==> src/rtl/xp_pkg.sv <==
package xp_pkg;

    localparam int XP_OUTS = 32;
    localparam int XP_INS  = 32;

    // operation applied to the staging rank on the next clock edge
    typedef enum logic [1:0] {
        OP_HOLD  = 2'd0,
        OP_SHIFT = 2'd1,
        OP_WRITE = 2'd2
    } stage_op_e;

endpackage

==> src/rtl/xp_stage_rank.sv <==
module xp_stage_rank
    import xp_pkg::*;
#(
    parameter int N_OUT  = XP_OUTS,
    parameter int WORD_W = 6,
    localparam int ADDR_W  = $clog2(N_OUT),
    localparam int CHAIN_W = N_OUT * WORD_W
) (
    input  logic               clk,
    input  stage_op_e          op,
    input  logic               chain_in,
    input  logic [ADDR_W-1:0]  wr_addr,
    input  logic [WORD_W-1:0]  wr_word,
    output logic [CHAIN_W-1:0] stage,
    output logic               chain_out
);

    logic [CHAIN_W-1:0] stage_q;
    logic               tail_q;

    // staging rank: shift, addressed write or hold
    always_ff @(posedge clk) begin
        unique case (op)
            OP_SHIFT: stage_q <= {stage_q[CHAIN_W-2:0], chain_in};
            OP_WRITE: begin
                if (int'(wr_addr) < N_OUT)
                    stage_q[int'(wr_addr)*WORD_W +: WORD_W] <= wr_word;
            end
            default: ;
        endcase
    end

    // far-end copy that moves only while shifting
    always_ff @(posedge clk) begin
        if (op == OP_SHIFT)
            tail_q <= stage_q[CHAIN_W-2];
    end

    assign stage     = stage_q;
    assign chain_out = tail_q;

endmodule

==> src/rtl/xp_active_rank.sv <==
module xp_active_rank #(
    parameter int N_OUT  = 32,
    parameter int SEL_W  = 5,
    localparam int WORD_W  = SEL_W + 1,
    localparam int CHAIN_W = N_OUT * WORD_W
) (
    input  logic               clk,
    input  logic               rst_n,
    input  logic               load,
    input  logic [CHAIN_W-1:0] stage,
    output logic [CHAIN_W-1:0] act
);

    logic [N_OUT-1:0]            en_q;
    logic [N_OUT-1:0][SEL_W-1:0] sel_q;

    for (genvar k = 0; k < N_OUT; k++) begin : g_slot
        // enable bit: cleared asynchronously
        always_ff @(posedge clk or negedge rst_n) begin
            if (!rst_n)
                en_q[k] <= 1'b0;
            else if (load)
                en_q[k] <= stage[k*WORD_W + SEL_W];
        end

        // input index: no reset, commit blocked during reset
        always_ff @(posedge clk) begin
            if (rst_n && load)
                sel_q[k] <= stage[k*WORD_W +: SEL_W];
        end

        assign act[k*WORD_W +: WORD_W] = {en_q[k], sel_q[k]};
    end

endmodule

==> src/rtl/xp_row_decoder.sv <==
module xp_row_decoder #(
    parameter int N_IN  = 32,
    parameter int SEL_W = 5
) (
    input  logic [SEL_W:0]    word,
    output logic [N_IN-1:0]   row,
    output logic              oe
);

    always_comb begin
        for (int i = 0; i < N_IN; i++)
            row[i] = word[SEL_W] && (word[SEL_W-1:0] == SEL_W'(i));
    end

    assign oe = word[SEL_W];

endmodule

==> src/rtl/xp_matrix_ctrl.sv <==
module xp_matrix_ctrl
    import xp_pkg::*;
#(
    parameter int N_OUT = XP_OUTS,
    parameter int N_IN  = XP_INS,
    localparam int SEL_W   = $clog2(N_IN),
    localparam int WORD_W  = SEL_W + 1,
    localparam int ADDR_W  = $clog2(N_OUT),
    localparam int CHAIN_W = N_OUT * WORD_W,
    localparam int XP_W    = N_OUT * N_IN
) (
    input  logic              clk,
    input  logic              rst_n,
    input  logic              ser_sel,
    input  logic              chain_in,
    output logic              chain_out,
    input  logic              wr_en,
    input  logic [ADDR_W-1:0] wr_addr,
    input  logic [WORD_W-1:0] wr_word,
    input  logic              upd_n,
    output logic [XP_W-1:0]   xp_en,
    output logic [N_OUT-1:0]  out_en
);

    stage_op_e          op;
    logic [CHAIN_W-1:0] stage_w;
    logic [CHAIN_W-1:0] act_w;

    // operation select
    always_comb begin
        unique case ({ser_sel, wr_en})
            2'b10, 2'b11: op = OP_SHIFT;
            2'b01:        op = OP_WRITE;
            default:      op = OP_HOLD;
        endcase
    end

    xp_stage_rank #(
        .N_OUT  (N_OUT),
        .WORD_W (WORD_W)
    ) stage_i (
        .clk       (clk),
        .op        (op),
        .chain_in  (chain_in),
        .wr_addr   (wr_addr),
        .wr_word   (wr_word),
        .stage     (stage_w),
        .chain_out (chain_out)
    );

    xp_active_rank #(
        .N_OUT (N_OUT),
        .SEL_W (SEL_W)
    ) active_i (
        .clk   (clk),
        .rst_n (rst_n),
        .load  (!upd_n),
        .stage (stage_w),
        .act   (act_w)
    );

    for (genvar k = 0; k < N_OUT; k++) begin : g_dec
        xp_row_decoder #(
            .N_IN  (N_IN),
            .SEL_W (SEL_W)
        ) dec_i (
            .word (act_w[k*WORD_W +: WORD_W]),
            .row  (xp_en[k*N_IN +: N_IN]),
            .oe   (out_en[k])
        );
    end

endmodule

==> config.mk <==
export PLATFORM = sky130hd
export DESIGN_NAME = xp_matrix_ctrl
export DESIGN_NICKNAME = d
export VERILOG_FILES = /design/src/rtl/xp_pkg.sv /design/src/rtl/xp_stage_rank.sv /design/src/rtl/xp_active_rank.sv /design/src/rtl/xp_row_decoder.sv /design/src/rtl/xp_matrix_ctrl.sv
export SDC_FILE = /design/constraint.sdc
export NUM_CORES = 1
export LEC_CHECK = 0
export BUFFER_PORTS_ARGS = -buffer_cell sky130_fd_sc_hd__buf_2
export CAP_MARGIN = 20
export CORE_AREA = 2 2 414 416
export DETAILED_ROUTE_END_ITERATION = 8
export DIE_AREA = 0 0 416 418
export SLEW_MARGIN = 30
export SYNTH_ARGS = -nofsm -noshare
export SYNTH_HDL_FRONTEND = slang
export SYNTH_SLANG_ARGS = --single-unit
export TNS_END_PERCENT = 1
==> constraint.sdc <==
create_clock -name clk -period 3 [get_ports clk]
set_input_delay 0.3 -clock clk [delete_from_list [all_inputs] [get_ports clk]]
set_output_delay 0.3 -clock clk [all_outputs]
set_load 0.1 [all_outputs]
==> metrics.md, run 1 <==
| Metric | Value |
|---|---|
| HPWL Detailed | `approximately 130000 um` |
| Hold depth | `3` |
| Avg Inst Size Synth | `8.19 um^2` |
| Hold crit path type | `input port to flip-flop` |
| Die W | `approximately 420 um` |
| Leakage | `0.0161 uW` |
| 1st-iter DRT viols | `2504` |
| Largest family of logic cells by synthesized area | `simple AND/OR/NAND/NOR gates` |
| CTS clk-pin slew, worst paths | `0.06 ns` |
| Synth Area in XOR/XNOR | `0.385%` |
| Clk_lat worst skew | `0.59 ns` |
| Die height | `418 um` |
| GR met3 Demand/Resource | `2.73%` |
| CP endpoint kind | `primary output` |
| Synth cell types | `75` |
| Gate Count Post-Synth | `3016` |
| Top-Level Pins | `1074` |
| Power density cells | `475 nW/um^2` |
| Root Driver | `clkbuf_16` |
| # rows | `between 150 and 200` |
| WL per Instance | `approximately 24 um` |
| Post-route worst setup slack | `0.000229 ns` |
| GRT busiest layer | `met2` |
| Global route total overflow | `0` |
| Ys async rst share | `8.31%` |
| Layout cell share with drive strength beyond 1 | `37.1%` |
| Clock skew | `0.0215 ns` |
| Die area | `174000 um^2` |
| Slew Viols, Final | `0` |
| Fmax | `between 0.3 and 0.4 GHz` |
| Clock period minus worst slack | `roughly 3 ns` |
| Finished Layout Cells | `6476` |
| DR vias | `28500` |
| CTS tree | `yes` |
| Adder-Cell Fraction of Synth Area | `0.486%` |
| Gr usage total | `16.6%` |
| Starting Density | `14.6%` |
| Post-synthesis mux area share | `1.72%` |
| Port-buffer cells | `~1100` |
| EDFF count, synth | `around 350` |
| Met1 Usage GRT | `21.0%` |
| Area delta synth->final | `46.7%` |
| Largest net degree at the start of global routing | `164` |
| Post-synthesis simple-gate area fraction | `36.2%` |
| Routing usage on met2 | `29.1%` |
| Maxcap violations | `0` |
| NumNets Final | `4247` |
| GP Congestion | `0.979` |
| Remaining routing DRC violations | `0` |
| DP Worst Slack | `-0.666 ns` |
| Worst Tran Pin Value | `0.791 ns` |
| Ys flop type | `edfxtp_1` |
| Global-route wire length before repair | `a little over 200000 um` |
| WHS Endpoint | `active_i.act[174]$_DFFE_PP_` |
| Final design utilization | `21.4%` |
| Ys Warns | `0` |
| Worst-path fanout max | `7` |
| Final Hold Fails | `0` |
| CTS Buf Count | `43` |
| Yosys reg bits | `385` |
| Via density | `about 4.4` |
| Drt pass-1 iters | `6` |
| Total wire length | `~150000 um` |
| Core region area | `169000 um^2` |
| Crit path DAT | `2.70 ns` |
| Worst VDD drop | `approximately 340 uV` |
| Synthesized Nets | `slightly above 3000` |
| Post-DRT Antenna Nets | `0` |
| H-tree levels | `2` |
| # setup viols final | `0` |
| Period utilization | `approximately 100%` |
| Deepest clock path buffer count | `3` |
| Critical R2R Launch | `stage_i.stage[65]$_DFFE_PP_` |
| Hold path startpoint | `upd_n` |
| Worst r2r dst | `stage_i.stage[66]$_DFFE_PP_` |
| Status | `finished, final reports clean` |
| Seq/Total Area, Yosys | `a little under half` |
| FF-to-FF path depth | `2` |
| Vias in the first global route | `25800` |
| Initial antenna violation count | `14` |
| Unrepaired setup endpoints after global routing | `true` |
| CP required | `2.70 ns` |
| Clock sinks | `385` |
| WS Path Type | `flip-flop to primary output` |
| Compound-Gate Fraction of Synth Area | `10.7%` |
| Placed insts | `6392` |
| Synth Cell Area | `approximately 25000 um^2` |
| Startpoint types | `flip-flop` |
| R2r setup slk | `1.67 ns` |
| Slew headroom | `47.3%` |
## synth_stat cells (all sizes together) (46+ instances only)
master | count | area (um^2)
buf | 54 | 349
clkbuf | 191 | 717
edfxtp | 353 | 10600
nand2 | 302 | 1130
nand2b | 155 | 970
nand3 | 101 | 505
nand4 | 46 | 288
nand4b | 56 | 490
nor2 | 910 | 3420
nor2b | 46 | 288
nor3 | 254 | 1290
o21ai | 142 | 711
## worst max-delay path, cell delays in order (launching register included)
cell and delay, ns:
dfrtp_1 0.48, nor2b_1 0.29, nand3_1 0.20, nor3_1 0.63
clkbuf_4 0.50
## worst max path at each step
stage,start,to,cells after the start
final,active_i.act[137]$_DFFE_PN0N_,xp_en[716],4
after CTS,active_i.act[170]$_DFFE_PP_,xp_en[900],4
after global placement,wr_addr[1],stage_i.stage[4]$_DFFE_PP_,16
after global routing,wr_addr[1],stage_i.stage[173]$_DFFE_PP_,15
after detailed placement,wr_addr[1],stage_i.stage[150]$_DFFE_PP_,15
after floorplan,upd_n,active_i.act[0]$_DFFE_PP_,3
## cells in the final DEF (no fill, tap or decap), types with 6 or more instances in the layout
master,count
a32o_1,27
a22o_1,44
a32oi_1,6
clkbuf_16,44
edfxtp_1,353
buf_12,17
or2_2,15
nor3_2,8
clkinvlp_4,6
dfrtp_1,32
nand3b_1,31
and3_1,7
o21ai_1,14
a21oi_1,17
a22oi_1,7
and2_1,8
nand4b_1,56
xnor2_1,7
clkbuf_4,7
clkinv_2,7
a31oi_1,10
nor3_1,245
nand2b_1,153
inv_1,7
ha_1,6
mux2_2,35
nand2_1,300
nand3_1,99
clkinv_1,8
nand4_1,46
o21ai_2,7
buf_2,1064
bufinv_16,6
nor2_1,905
nor2b_1,45
o21ai_0,121
o31ai_1,32
a21o_1,25
buf_4,313
## stage by stage
stage	area, um^2	total power [uW]	hold WS [ns]	TNS [ns]
2_1_floorplan	25000	9680	0.00441	-170.66
3_3_place_gp	34700	11700	0.449	-151.86
3_5_place_dp	34700	11700	0.459	-160.03
4_1_cts	36100	17400	0.284	0
5_1_grt	36200	17900	0.301	-0.0557
6_report	36200	17200	0.319	0
## layer usage
metal / part of all wire, % / wire length, um / up-vias
li1: - / - / 13000
met1: 42 / 64400 / 14000
met2: 50 / 77300 / 1287
met3: 5.7 / 8860 / 180
met4: 2.7 / 4110 / 10
met5: 0.039 / 61 / -
## what timing repair did
action,4_1_cts,5_1_grt
setup buffers,0,0
gates resized for setup,4,27
hold buffers,2,0
endpoints found under the hold margin,33,0
pin swaps,0,2
setup endpoints to repair,7,135
## flip-flops by register name, summed over array words and instances, names as in the netlist
signal / count
active_i.act: 192
stage_i.chain_out: 1
stage_i.stage: 192
## logic make-up (layout without fill, tap and decap cells)
| family | after synthesis | after routing |
|---|---|---|
| simple gates | 1949 | 1949 |
| flops | 385 | 385 |
| compound gates | 372 | 372 |
| buf+inv | 253 | 1493 |
| mux | 38 | 38 |
| xor+xnor | 10 | 10 |
| fa+ha+maj | 9 | 9 |
| other cells | 0 | 2 |
## area by class of cell
type | count | area [um^2]
clock buffers | 49 | 1120
multi-input cells | 2378 | 12500
inverters | 8 | 30.0
well taps | 2218 | 2780
repair buffers | 1405 | 8110
flip-flops and latches | 385 | 11400
clock inverters | 31 | 333
fillers | 18800 | 133000
diodes | 2 | 5.00
## report_power, final
group | internal [uW] | leakage [uW] | total, uW | switching (uW)
Clock | 3220 | 0.000694 | 5580 | 2360
Sequential | 6330 | 0.00385 | 7020 | 694
Combinational | 1260 | 0.0115 | 4630 | 3360
Power figures use the tool's default switching activity.
==> run 2, diff against run 1 <==
--- a/config.mk
+++ b/config.mk
@@ -10,6 +10,7 @@
 export CORE_AREA = 2 2 414 416
 export DETAILED_ROUTE_END_ITERATION = 8
 export DIE_AREA = 0 0 416 418
+export REMOVE_ABC_BUFFERS = 1
 export SLEW_MARGIN = 30
 export SYNTH_ARGS = -nofsm -noshare
 export SYNTH_HDL_FRONTEND = slang
==> constraint.sdc (replaced) <==
create_clock -name clk -period 3.9 [get_ports clk]
set_input_delay 0.39 -clock clk [delete_from_list [all_inputs] [get_ports clk]]
set_output_delay 0.39 -clock clk [all_outputs]
set_load 0.1 [all_outputs]
==> metrics.md, run 2 (synthesized netlist as in run 1, its figures left out) <==
| Metric | Value |
|---|---|
| Status | `finished, final reports clean` |
| Drt pass-1 iters | `5 (-1)` |
| DR vias | `28000 (-1.7%)` |
| Post-route worst setup slack | `0.394 ns (+0.393 ns)` |
| Die area | `174000 um^2 (unchanged)` |
| Post-DRT Antenna Nets | `0 (unchanged)` |
| Core region area | `169000 um^2 (unchanged)` |
| Global-route wire length before repair | `201000 um (-2.6%)` |
| # rows | `151 (unchanged)` |
| Slew headroom | `40.4% (-6.9 points)` |
| # setup viols final | `0 (unchanged)` |
| Reg power frac | `40.9% (about the same)` |
| Port-buffer cells | `1073 (unchanged)` |
| Die height | `418 um (unchanged)` |
| Clock sinks | `385 (unchanged)` |
| Slew Viols, Final | `0 (unchanged)` |
| WHS Endpoint | `stage_i.stage[0]$_DFFE_PP_` |
| Critical R2R Launch | `stage_i.stage[66]$_DFFE_PP_` |
| Largest net degree at the start of global routing | `150 (-8.5%)` |
| Top-Level Pins | `1074 (unchanged)` |
| H-tree levels | `2 (unchanged)` |
| Clk_lat worst skew | `0.64 ns (+0.05 ns)` |
| CTS Buf Count | `51 (+19%)` |
| Die W | `416 um (unchanged)` |
| Hold depth | `3 (unchanged)` |
| Maxcap violations | `0 (unchanged)` |
| Commonest non-fill, non-tap cell in the layout | `buf_2` |
| Clock power share | `35.7% (+3.3 points)` |
| Total Neg Setup Slack | `0 ns (unchanged)` |
| Remaining routing DRC violations | `0 (unchanged)` |
| Clock skew | `0.0347 ns (+0.0131 ns)` |
| Vias in the first global route | `25000 (-3.2%)` |
| Placement Cell Area | `33000 um^2 (-4.9%)` |
| GP Congestion | `1.00 (+2.3%)` |
| Area delta synth->final | `40.4%` |
| Total wire length | `151000 um (-2.4%)` |
| Unrepaired setup endpoints after global routing | `false` |
| Gr usage total | `16.2% (-0.41 points)` |
| Period utilization | `89.9%` |
| DP Worst Slack | `-0.0434 ns (+0.623 ns)` |
| Multi-input gate area | `12200 um^2 (-1.7%)` |
| Finished Cell Area | `34700 um^2 (-4.3%)` |
| Crit path DAT | `3.12 ns (+0.42 ns)` |
| 1st-iter DRT viols | `2535 (+1.2%)` |
| Clock period minus worst slack | `3.51 ns` |
| NumNets Final | `4057 (-4.5%)` |
| Leakage | `0.0152 uW (-5.5%)` |
| CP endpoint kind | `primary output` |
| CTS clk-pin slew, worst paths | `0.06 ns (about the same)` |
| Fmax | `approximately 0.29 GHz` |
| WL per Instance | `24.0 um (+0.25%)` |
| Cts repair resizes | `0 (-4)` |
| Via density | `4.45 (+1.0%)` |
| Comb power frac | `23.5% (-3.4 points)` |
| FF-to-FF path depth | `3 (+1)` |
| WS Path Type | `flip-flop to primary output` |
| Global route total overflow | `0 (unchanged)` |
| Deepest clock path buffer count | `3 (unchanged)` |
| Worst r2r dst | `stage_i.stage[67]$_DFFE_PP_` |
| Hold crit path type | `input port to flip-flop` |
| HPWL Detailed | `125000 um (-2.8%)` |
| CP required | `3.51 ns (+0.81 ns)` |
| Total net switching power | `4980 uW (-22%)` |
| Power density cells | `384 nW/um^2 (-19%)` |
| Final Hold Fails | `0 (unchanged)` |
| Worst-path fanout max | `10 (+3)` |
| Hold path startpoint | `chain_in` |
| Fillers | `18900 (+0.64%)` |
| Setup crit start | `active_i.act[135]$_DFFE_PP_` |
| FF/Latch Area | `11400 um^2 (unchanged)` |
| CTS tree | `yes` |
| R2r setup slk | `2.62 ns (+0.95 ns)` |
| Most frequent cells in the layout | `1073 x buf_2, 910 x nor2_1, 353 x edfxtp_1` |
| Starting Density | `14.6% (unchanged)` |
| Switching part of the total | `37.3% (+0.090 points)` |
| Internal power | `8350 uW (-23%)` |
| Layout cell share with drive strength beyond 1 | `33.4% (-3.7 points)` |
| Final design utilization | `20.5% (-0.92 points)` |
| Worst Tran Pin Value | `0.888 ns (+0.0971 ns)` |
| Root Driver | `clkbuf_16` |
| Startpoint types | `flip-flop` |
| Initial antenna violation count | `29 (+15)` |
| Worst VDD drop | `334 uV (-0.81%)` |
## run 2: changes by cell type in the layout (fill, tap and decap cells not counted), moves of 6 or more
cell,previous run,this run
nor3_1,245,251
o21ai_0,121,141
buf_12,17,11
diode_2,2,11
clkbuf_16,44,52
o21ai_2,7,0
o21ai_1,14,1
clkbuf_4,7,0
buf_2,1064,1073
buf_4,313,122
## run 2: repair_timing
| item | in CTS | in global routing |
|---|---|---|
| hold buffers | 1 | 0 |
| buffers inserted | 0 | 0 |
| endpoints found under the hold margin | 32 | 0 |
## run 2: cell type report
type                       instances  share of cell area (%)
clock buffer                      64                    3.97
inverter                           8                  0.0938
timing repair buffer            1207                    18.8
tap                             2218                    8.00
antenna                           11                  0.0794
clock inverter                    32                   0.873
sequential                       385                    32.9
multi-input combinational       2378                    35.3
## run 2: power by group through the flow
stage | clock network, uW | logic (uW) | registers (uW)
floorplan | 0 | 1810 | 5480
global placement | 0 | 3090 | 5560
detailed placement | 0 | 3100 | 5560
CTS | 4860 | 3100 | 5480
global route | 5030 | 3270 | 5500
finish | 4750 | 3130 | 5440
## run 2: per-layer routing
layer	up-vias	routed length (um)	part of all wire, %	GRT usage, %
li1	12600	-	-	-
met1	13900	62100	41	20.4
met2	1346	74800	50	28.0
met3	184	9690	6.4	3.04
met4	8	4340	2.9	4.39
met5	-	43	0.028	0
## run 2: critical path, cell delays in order, from the launching register on
cell and delay [ns]:
edfxtp_1 0.52, nand2b_1 0.39, nand2b_1 0.31, nor3_1 0.69, buf_2 0.57
## run 2: worst max path at each step
stage / end / slack (ns) / cells past startpoint
finish: xp_en[708] / 0.39 / 4
global route: stage_i.stage[118]$_DFFE_PP_ / 0.37 / 14
CTS: xp_en[708] / 0.49 / 4
detailed placement: stage_i.stage[118]$_DFFE_PP_ / -0.04 / 14
global placement: stage_i.stage[7]$_DFFE_PP_ / -0.02 / 13
floorplan: active_i.act[0]$_DFFE_PP_ / -4.28 / 1
## run 2: through the flow
stage	hold slack, ns	power, uW	std cells
floorplan	0.0944	7290	2771
global placement	0.438	8650	6195
detailed placement	0.458	8650	6195
CTS	0.0481	13400	6292
global route	0.101	13800	6296
finish	0.0756	13300	6303
